--- src/rtl/dr_sbuf_pkg.sv ---
package dr_sbuf_pkg;

    typedef enum logic [1:0] {
        PH_AWAIT_NULL,
        PH_PRESENT,
        PH_WIPE,
        PH_LOAD
    } phase_e;

    typedef struct packed {
        logic emit;
        logic wipe;
        logic load;
        logic rtz;
    } cmd_t;

    localparam cmd_t CMD_IDLE = '{emit: 1'b0, wipe: 1'b0, load: 1'b0, rtz: 1'b0};

    function automatic logic rail_valid(input logic t, input logic f);
        return t != f;
    endfunction

    function automatic logic rail_null(input logic t, input logic f);
        return !t && !f;
    endfunction

endpackage

--- src/rtl/dr_completion.sv ---
module dr_completion #(
    parameter int WIDTH = 2
) (
    input  logic [WIDTH-1:0] sig_t,
    input  logic [WIDTH-1:0] sig_f,
    output logic             all_valid,
    output logic             all_null
);
    import dr_sbuf_pkg::*;

    logic [WIDTH-1:0] bit_ok;
    logic [WIDTH-1:0] bit_zero;

    for (genvar i = 0; i < WIDTH; i++) begin : g_det
        assign bit_ok[i]   = rail_valid(sig_t[i], sig_f[i]);
        assign bit_zero[i] = rail_null(sig_t[i], sig_f[i]);
    end

    assign all_valid = &bit_ok;
    assign all_null  = &bit_zero;
endmodule

--- src/rtl/dr_phase_ctrl.sv ---
module dr_phase_ctrl (
    input  logic                clk,
    input  logic                rst,
    input  logic                in_all_valid,
    input  logic                in_all_null,
    output dr_sbuf_pkg::cmd_t   cmd
);
    import dr_sbuf_pkg::*;

    phase_e phase_q, phase_d;

    always_comb begin
        phase_d = phase_q;
        cmd     = CMD_IDLE;
        unique case (phase_q)
            PH_AWAIT_NULL: if (in_all_null) begin
                cmd.emit = 1'b1;
                phase_d  = PH_PRESENT;
            end
            PH_PRESENT: if (in_all_valid) begin
                cmd.wipe = 1'b1;
                phase_d  = PH_WIPE;
            end
            PH_WIPE: begin
                cmd.load = 1'b1;
                phase_d  = PH_LOAD;
            end
            PH_LOAD: begin
                cmd.rtz  = 1'b1;
                phase_d  = PH_AWAIT_NULL;
            end
            default: phase_d = PH_AWAIT_NULL;
        endcase
    end

    always_ff @(posedge clk) begin
        if (rst) phase_q <= PH_AWAIT_NULL;
        else     phase_q <= phase_d;
    end
endmodule

--- src/rtl/dr_bit_cell.sv ---
module dr_bit_cell #(
    parameter logic INIT_BIT = 1'b0
) (
    input  logic              clk,
    input  logic              rst,
    input  dr_sbuf_pkg::cmd_t cmd,
    input  logic              in_t,
    input  logic              in_f,
    output logic              out_t,
    output logic              out_f
);
    // Internal state is itself dual-rail: wiped to neutral, then loaded.
    logic st_t, st_f;

    always_ff @(posedge clk) begin
        if (rst) begin
            st_t <= INIT_BIT;
            st_f <= ~INIT_BIT;
        end else if (cmd.wipe) begin
            st_t <= 1'b0;
            st_f <= 1'b0;
        end else if (cmd.load) begin
            st_t <= in_t;
            st_f <= in_f;
        end
    end

    always_ff @(posedge clk) begin
        if (rst) begin
            out_t <= 1'b0;
            out_f <= 1'b0;
        end else if (cmd.emit) begin
            out_t <= st_t;
            out_f <= st_f;
        end else if (cmd.rtz) begin
            out_t <= 1'b0;
            out_f <= 1'b0;
        end
    end
endmodule

--- src/rtl/dr_state_buffer.sv ---
module dr_state_buffer #(
    parameter int               WIDTH      = 2,
    parameter logic [WIDTH-1:0] INIT_VALUE = '0
) (
    input  logic             clk,
    input  logic             rst,
    input  logic [WIDTH-1:0] in_t,
    input  logic [WIDTH-1:0] in_f,
    output logic [WIDTH-1:0] out_t,
    output logic [WIDTH-1:0] out_f
);
    import dr_sbuf_pkg::*;

    logic all_valid, all_null;
    cmd_t cmd;

    dr_completion #(.WIDTH(WIDTH)) u_cd (
        .sig_t     (in_t),
        .sig_f     (in_f),
        .all_valid (all_valid),
        .all_null  (all_null)
    );

    dr_phase_ctrl u_ctrl (
        .clk          (clk),
        .rst          (rst),
        .in_all_valid (all_valid),
        .in_all_null  (all_null),
        .cmd          (cmd)
    );

    for (genvar i = 0; i < WIDTH; i++) begin : g_bit
        dr_bit_cell #(.INIT_BIT(INIT_VALUE[i])) u_cell (
            .clk   (clk),
            .rst   (rst),
            .cmd   (cmd),
            .in_t  (in_t[i]),
            .in_f  (in_f[i]),
            .out_t (out_t[i]),
            .out_f (out_f[i])
        );
    end
endmodule

--- config.mk ---
export PLATFORM = sky130hd
export DESIGN_NAME = dr_state_buffer
export DESIGN_NICKNAME = d
export VERILOG_FILES = /design/src/rtl/dr_sbuf_pkg.sv /design/src/rtl/dr_completion.sv /design/src/rtl/dr_phase_ctrl.sv /design/src/rtl/dr_bit_cell.sv /design/src/rtl/dr_state_buffer.sv
export SDC_FILE = /design/constraint.sdc
export NUM_CORES = 1
export LEC_CHECK = 0
export ABC_CLOCK_PERIOD_IN_PS = 1100
export CAP_MARGIN = 30
export CORE_AREA = 5 5 42 44
export CTS_CLUSTER_DIAMETER = 150
export DETAILED_ROUTE_END_ITERATION = 8
export DIE_AREA = 0 0 47 49
export PLACE_DENSITY = 0.67
export SLEW_MARGIN = 25
export SYNTH_ARGS = -nofsm -noshare
export SYNTH_HDL_FRONTEND = slang
export SYNTH_SLANG_ARGS = --single-unit
--- constraint.sdc ---
create_clock -name clk -period 1.1 [get_ports clk]
set_input_delay 0.22 -clock clk [delete_from_list [all_inputs] [get_ports clk]]
set_output_delay 0.22 -clock clk [all_outputs]
set_load 0.02 [all_outputs]
# After elaboration in Yosys (flattened, before gate mapping)

Index checks and enable logic that the tools add are counted.

Memory bits (read-only): 0
Flip-flop bits (word level): 10
Memories kept: 0
Output and inout bits: 4
Bits of input ports: 6
Latch bits: 0
RAM bits: 0

Shift-type cells: 0
Reductions and logical operators: 13
Bitwise logic cells: 0
$mul: 0
$add $sub $neg: 0
Mux-type cells: 18
Div/mod/pow operators: 0
Magnitude comparators: 0
Equality and inequality tests: 7

Operators by type and width:

| cell                                                | count |
|---|---|
| two-way mux 1 bit                                   | 15 |
| case mux 2 bit (4 select lines)                     | 1 |
| AND reduction 2 bit                                 | 3 |
| equality test 2 bit, second input constant          | 2 |
| zero test 1 bit                                     | 4 |
| two-way mux 2 bit                                   | 2 |
| != test 2 bit, second input constant                | 2 |
| nonzero test 2 bit                                  | 2 |
| equality test 2 x 1 -> 1 bit, second input constant | 1 |
| logical AND 1 bit                                   | 2 |
| zero test 2 bit                                     | 1 |
| != test 1 bit                                       | 2 |
| OR reduction 2 bit                                  | 1 |

# Depth between registers and ports, before layout

Gate-level depths: netlist of run 1.

Word-level depth: 6
Depth in mapped cells: 5

# Hierarchy

A second synthesis of run 1 with hierarchy kept.

Cells, all modules: 55
Area, all modules: 540.5 µm²

Modules (own cells, without submodules):

| module        | area each (µm²) | cells an instance | times used |
|---|---|---|---|
| dr_bit_cell   | 147.6           | 14                | 2 |
| dr_phase_ctrl | 192.7           | 19                | 1 |
| dr_completion | 52.6            | 8                 | 1 |

# Worst setup path after synthesis of run 1

No wires, ideal clock.

Kind: reg-to-reg
Start: register u_ctrl.phase_q[0]
End: register u_ctrl.phase_q[0]
Arrival time: 1.050 ns
Setup slack: -0.036 ns
Period minus slack after synthesis: 1.136 ns
Buffers on the path: 0
Cell stages (with the launch flop): 5
Cell sequence: dfxtp_1 > inv_1 > ha_1 > a22o_1 > a211oi_1

Longest elaborated chain between the ends: 3
Elaborated cells on any way between the ends: 8
Those cells by class: 5 x eq/ne; 1 x mux; 2 x reduce/logical

Ends and longest elaborated chain:

| what                                                            | RTL line            | text |
|---|---|---|
| start, declared                                                 | dr_phase_ctrl.sv:10 | `phase_e phase_q, phase_d;` |
| start signal, assigned                                          | dr_phase_ctrl.sv:38 | `else phase_q <= phase_d;` |
| equality test 2 x 1 -> 1 bit or zero test 2 bit (tied branches) | dr_phase_ctrl.sv:15 | `unique case (phase_q)` |
| != test 2 bit (no source line)                                  | -                   |  |
| AND reduction 2 bit (no source line)                            | -                   |  |

Several ways; a longest one is shown, not always the timed one.
A chain may end at the register's enable or synchronous reset.

# Worst setup path after layout of run 1

Start: register u_ctrl.phase_q[1]
End: register u_ctrl.phase_q[0]

Same word-level chain as after synthesis.

==> run metrics, run 1 <==
WP data required=1250 ps; die height=about 49 um; leakage power=~0.34 nW; Slew @ Worst Pin=287 ps; DP Wirelength=776 um; top fanout value on the critical path=5; Post-Route WL=1100 um; Seq/Total Area, Yosys=0.371; top cells by area, synth=dfxtp_1, ha_1, mux2i_1, buf_4, nand3b_1; Cells after DPL=between 80 and 90; DR vias=447; CP arrival=1240 ps; Final ANT Viol Nets=0; syn_nets=71; Vias/cell=between 4 and 5; Synthesis Warnings=0; minimum clock period=1100 ps; gr usage total=0.105; largest net degree at the start of global routing=9; fin cells=92; layout cells sized above 1=0.474; instance area after placement=681 sq um; final worst setup slack=4.13 ps; num rows=14; die width=47 um; CTS max path bufs=2; Final nets=90; hold depth=3; relative slew slack=0.808; DR iter-0 viols=1; global placement routability congestion=0.716; final instance area=788 sq um; global-route wire length before repair=1770 um; drt first pass iters=2; #FFs+latches synth=10; Synth area leader=dfxtp_1; Hold Crit Class=primary input to flip-flop; Synth Instances=between 50 and 60; vias in the first global route=434; CTS tree=yes; Final period util=0.996; wire per inst=11.9 um; Ant. Diodes=0; IO Count=10; Clock Latency Late Sink=260 ps; RSZ-0062 raised after global routing=true; Post-Synthesis Cell Area=about 540 sq um; core area=1400 sq um; area of the multi-input gates=between 300 and 400 sq um; initial antenna violation count=0; Worst-path clk slew=60 ps; GRT overflow=0; Critical Path Start Type=flip-flop; fill cell count=133; TritonCTS buffer count=3; H-tree depth=1; Max Clk Rate=0.913 GHz; clk_skew=4.67 ps; Slew Limit Fails=0; clock sinks=10; Root Driver=clkbuf_4; total power draw=0.00129 W; critical setup path kind=flip-flop to flip-flop; Netlist cell types=18; Final Hold Viols=0; synthesis-to-finish area growth=46.2%; die area=roughly 2300 sq um; Finish-stage setup viols=0; outcome=finished clean; maximum ir drop on the vdd rail=986 uV; Power Dens Cells=1640 nW/um^2; Critical Path Sink Type=flip-flop; Initial Util=0.385; sequential cell area=208 sq um; Max-Cap Viols=0; synthesized area per cell=9.14 sq um; DRC=0; worst reg-to-reg path cell count=4; port buffer count=9; DP Worst Slack=-495 ps; Synth top area share=0.371
-- worst max-delay path, stage by stage, from the launching register on --
cell      delay [ps]
dfxtp_4          360
buf_4            140
ha_4             180
a211oi_2         230
a211oi_2          60
-- layout make-up --
| type | count | share of cell area |
|---|---|---|
| Inverter | 6 | 0.0349 |
| Timing Repair Buffer | 20 | 0.187 |
| Clock buffer | 3 | 0.0286 |
| Sequential cell | 10 | 0.263 |
| Tap cell | 16 | 0.0254 |
| Multi-Input combinational cell | 37 | 0.460 |
-- report_power, final --
part	switching (W)	internal, W
Combinational	0.000248	0.000317
Clock	0.000120	0.000126
Sequential	0.0000573	0.000426
Total	0.000424	0.000870
-- through the flow --
stage | utilization | TNS, ps | hold slack, ps
global route | 0.563 | -145 | 441
global placement | 0.486 | -3940 | 444
CTS | 0.522 | -56.0 | 388
detailed placement | 0.486 | -4070 | 446
finish | 0.563 | 0 | 388
floorplan | - | 0 | 396
-- synthesized netlist by cell type --
master and count:
dfxtp_1 10, ha_1 6, inv_1 6, nand2_1 6
mux2i_1 5, a21oi_1 4, buf_4 4, nand3b_1 4
a211oi_1 2, nand2b_1 2, nor3_1 2, o21bai_1 2
a22o_1 1, and3_1 1, and3_2 1, buf_2 1
clkbuf_1 1, nand3_1 1
-- cells by family after synthesis --
| family | Yosys count | share of synthesized area |
|---|---|---|
| compound gates | 9 | 0.109 |
| buf+inv | 12 | 0.114 |
| fa+ha+maj | 6 | 0.139 |
| flops | 10 | 0.371 |
| mux | 5 | 0.0928 |
| simple gates | 17 | 0.174 |
-- path summary, 6_finish.rpt --
kind | slack, ps | endpoint | from
worst max-delay path | 4 | u_ctrl.phase_q[0] | u_ctrl.phase_q[1]
worst min-delay path | 390 | g_bit[1].u_cell.st_f | in_f[1]
worst max register to register | 4 | u_ctrl.phase_q[0] | u_ctrl.phase_q[1]
worst min register to register | 460 | g_bit[1].u_cell.out_t | g_bit[1].u_cell.st_t
-- sequential cells by signal, indices dropped and copies added (netlist names) --
name	count
g_bit.u_cell.out_f	2
g_bit.u_cell.out_t	2
g_bit.u_cell.st_f	2
g_bit.u_cell.st_t	2
u_ctrl.phase_q	2
-- cells in the final DEF (no fill, tap or decap), types with 2 or more instances in the layout --
master / count
buf_4: 11
dfxtp_1: 8
nand2_1: 6
mux2i_1: 5
nand3b_1: 4
ha_4: 4
dlygate4sd2_1: 4
buf_2: 4
inv_1: 3
clkbuf_4: 3
inv_4: 2
a21oi_2: 2
o21bai_1: 2
a211oi_2: 2
nand2b_1: 2
a21oi_1: 2
dfxtp_4: 2
-- layer usage --
| metal | vias up | GRT usage | part of all wire |
|---|---|---|---|
| li1 | 232 | - | - |
| met1 | 202 | 0.126 | 0.45 |
| met4 | 0 | 0.0829 | 0.014 |
| met2 | 11 | 0.154 | 0.48 |
| met3 | 2 | 0.0221 | 0.051 |
| met5 | - | 0 | 0 |
-- timing repair --
item / in CTS / in global routing
pin swaps: 5 / 4
gates resized for setup: 23 / 17
endpoints found under the hold margin: 0 / 0
buffers inserted: 1 / 2
endpoints found under the setup margin: 14 / 12
hold buffers: 0 / 0
Note: power is estimated with default switching activity, not from simulation.
==> run 2: changes to the inputs <==
--- a/config.mk
+++ b/config.mk
@@ -5,12 +5,13 @@
 export SDC_FILE = /design/constraint.sdc
 export NUM_CORES = 1
 export LEC_CHECK = 0
+export ABC_AREA = 1
 export ABC_CLOCK_PERIOD_IN_PS = 1100
 export CAP_MARGIN = 30
-export CORE_AREA = 5 5 42 44
+export CORE_AREA = 2 2 39 41
 export CTS_CLUSTER_DIAMETER = 150
 export DETAILED_ROUTE_END_ITERATION = 8
-export DIE_AREA = 0 0 47 49
+export DIE_AREA = 0 0 41 43
 export PLACE_DENSITY = 0.67
 export SLEW_MARGIN = 25
 export SYNTH_ARGS = -nofsm -noshare
==> run 2 against run 1 <==
  * Register-to-register slack better by 50 ps
  * Largest cell class unchanged
  * Power grew 29%
  * Clock-buffer cell count rose by 1
  * Combinational power up 38%
  * Final cell count grew 13%
  * Critical endpoint is now g_bit[1].u_cell.out_f
  * Via count up 13%
  * Sequential power increased by 16%
  * Maximum frequency grew 5.0%
  * Clock power up 33%
  * Worst setup slack improved by 52 ps
==> run metrics, run 2 <==
maximum ir drop on the vdd rail=1180 uV (+19%); worst reg-to-reg path cell count=5 (+1); port buffer count=9 (unchanged); Clock Latency Late Sink=260 ps (about the same); Power Dens Cells=2140 nW/um^2 (+30%); Post-synth top cells=nand2_1, inv_1, nand3_1; Slew Limit Fails=0 (unchanged); top cells by area, synth=dfxtp_1, ha_1, nand3_1, nand2_1, inv_1; commonest non-fill, non-tap cell in the layout=nand2_1; Final nets=101 (+12%); Hold Crit Class=primary input to flip-flop; Synth area leader=dfxtp_1; Synth top area share=0.373 (+0.00173); Worst-path clk slew=70 ps (about the same); die width=41 um (-13%); vias in the first global route=480 (+11%); worst flop-to-flop path startpoint=u_ctrl.phase_q[0]; top fanout value on the critical path=4 (-1); CP arrival=1240 ps (about the same); Final period util=0.949 (-0.0473); leakage power=0.344 nW (+2.6%); critical register-to-register path endpoint=g_bit[1].u_cell.out_f; initial antenna violation count=0 (unchanged); Synth Instances=72 (+22%); global-route wire length before repair=1970 um (+11%); Root Driver=clkbuf_4; #FFs+latches synth=10 (unchanged); Final Hold Viols=0 (unchanged); Max-Cap Viols=0 (unchanged); most frequent cells in the layout=nand2_1, nand3_1, dfxtp_1; outcome=finished clean; core area=1380 sq um (-1.2%); Slew @ Worst Pin=168 ps (-119 ps); ys flop type=dfxtp_1; synthesized area per cell=7.46 sq um (-18%); Netlist cell types=10 (-8); RSZ-0062 raised after global routing=false; hold path endpoint=g_bit[0].u_cell.st_f; Max Clk Rate=0.958 GHz (+5.0%); Hold WS=367 ps (-20.6 ps); die area=1760 sq um (-23%); die height=43 um (-12%); min-delay src=in_f[0]; Post-Route WL=1130 um (+3.1%); CTS Hold Bufs=0 (unchanged); Initial Util=0.388 (+0.00306); Ant. Diodes=0 (unchanged); gr usage total=0.164 (+0.0594); relative slew slack=0.888 (+0.0796); DP Wirelength=844 um (+8.7%); Critical Path Start Type=flip-flop; clock sinks=10 (unchanged); CTS tree=yes; syn_nets=84 (+18%); DP Worst Slack=-433 ps (+62.1 ps); Synthesis Warnings=0 (unchanged); layout cells sized above 1=0.364 (-0.110); Post-Synthesis Cell Area=537 sq um (-0.46%); num rows=14 (unchanged); synthesis-to-finish area growth=45.2%; Finish-stage setup viols=0 (unchanged); setup_tns=0 ps (unchanged); DRC=0 (unchanged); IO Count=10 (unchanged); H-tree depth=1 (unchanged); Vias/cell=4.87 (+0.14%); TritonCTS buffer count=3 (unchanged); Post-synth EDFFs=0 (unchanged); largest net degree at the start of global routing=7 (-2); count leader, synth=nand2_1; minimum clock period=1040 ps (-52.1 ps); GRT overflow=0 (unchanged); Final ANT Viol Nets=0 (unchanged); drt first pass iters=4 (+2); global placement routability congestion=0.732 (+2.3%); Seq/Total Area, Yosys=0.373 (+0.00173); DR iter-0 viols=6 (+5); CTS max path bufs=2 (unchanged); WP data required=1300 ps (+50 ps); final worst setup slack=56.2 ps (+52.1 ps); Post-CTS Repair Setup Buffers=0 (-1); Critical Path Sink Type=flip-flop; clk_skew=5.88 ps (+1.21 ps); Final Core Density=0.563 (+0.000791); critical setup path kind=flip-flop to flip-flop; Async SR Flop Fraction=0 (unchanged); flop2flop setup slack=60 ps (+50 ps); hold depth=3 (unchanged); DR vias=506 (+13%); wire per inst=10.9 um (-8.8%)
[run 2: metrics by stage]
step           power [W]  instance area, sq um  cells
2_1_floorplan   0.000929                   537     72
3_3_place_gp     0.00110                   669    100
3_5_place_dp     0.00112                   669    100
4_1_cts          0.00158                   771    104
5_1_grt          0.00182                   779    104
6_report         0.00167                   779    104
[run 2: timing repair]
action	in CTS	in global routing
setup endpoints to repair	14	14
gates resized for setup	29	15
pin swaps	5	0
[run 2: how the worst max path moves through the flow]
stage | start | endpoint | cells past startpoint
floorplan | u_ctrl.phase_q[0] | g_bit[0].u_cell.out_f | 5
global placement | in_f[0] | g_bit[0].u_cell.st_f | 8
detailed placement | in_t[1] | g_bit[0].u_cell.st_f | 8
CTS | u_ctrl.phase_q[0] | g_bit[1].u_cell.st_f | 7
global route | u_ctrl.phase_q[0] | g_bit[0].u_cell.st_f | 7
finish | u_ctrl.phase_q[0] | g_bit[1].u_cell.out_f | 5
[run 2: report_power, final]
part           switching [W]  internal (W)
Sequential         0.0000949      0.000466
Combinational       0.000403      0.000379
Clock               0.000126      0.000201
[run 2: per-layer routing]
| layer | GRT usage | up-vias | part of all wire |
|---|---|---|---|
| li1 | - | 267 | - |
| met1 | 0.199 | 229 | 0.44 |
| met2 | 0.263 | 10 | 0.51 |
| met3 | 0.0471 | 0 | 0.044 |
| met4 | 0.0600 | 0 | 0 |
| met5 | 0 | - | 0 |
[run 2: critical path: stages, from the launching register on]
cell	delay, ps
dfxtp_4	370
buf_4	140
ha_1	190
inv_2	80
nand3_1	80
a21oi_1	120
[run 2: cell type report]
class / instances / area, sq um
inverter: 11 / 46.3
timing repair buffer: 16 / 118
multi-input combinational: 47 / 352
clock buffer: 4 / 36.3
tap: 16 / 20.0
fill: 151 / 604
sequential: 10 / 208
[run 2: cells by family (layout without fill, tap and decap cells)]
family / Yosys count / after routing / share of synthesized area
buffers and inverters: 15 / 31 / 0.133
AOI/OAI and AO/OA: 8 / 8 / 0.0746
adders and majority gates: 6 / 6 / 0.140
DFF: 10 / 10 / 0.373
and+or+nand+nor: 33 / 33 / 0.280
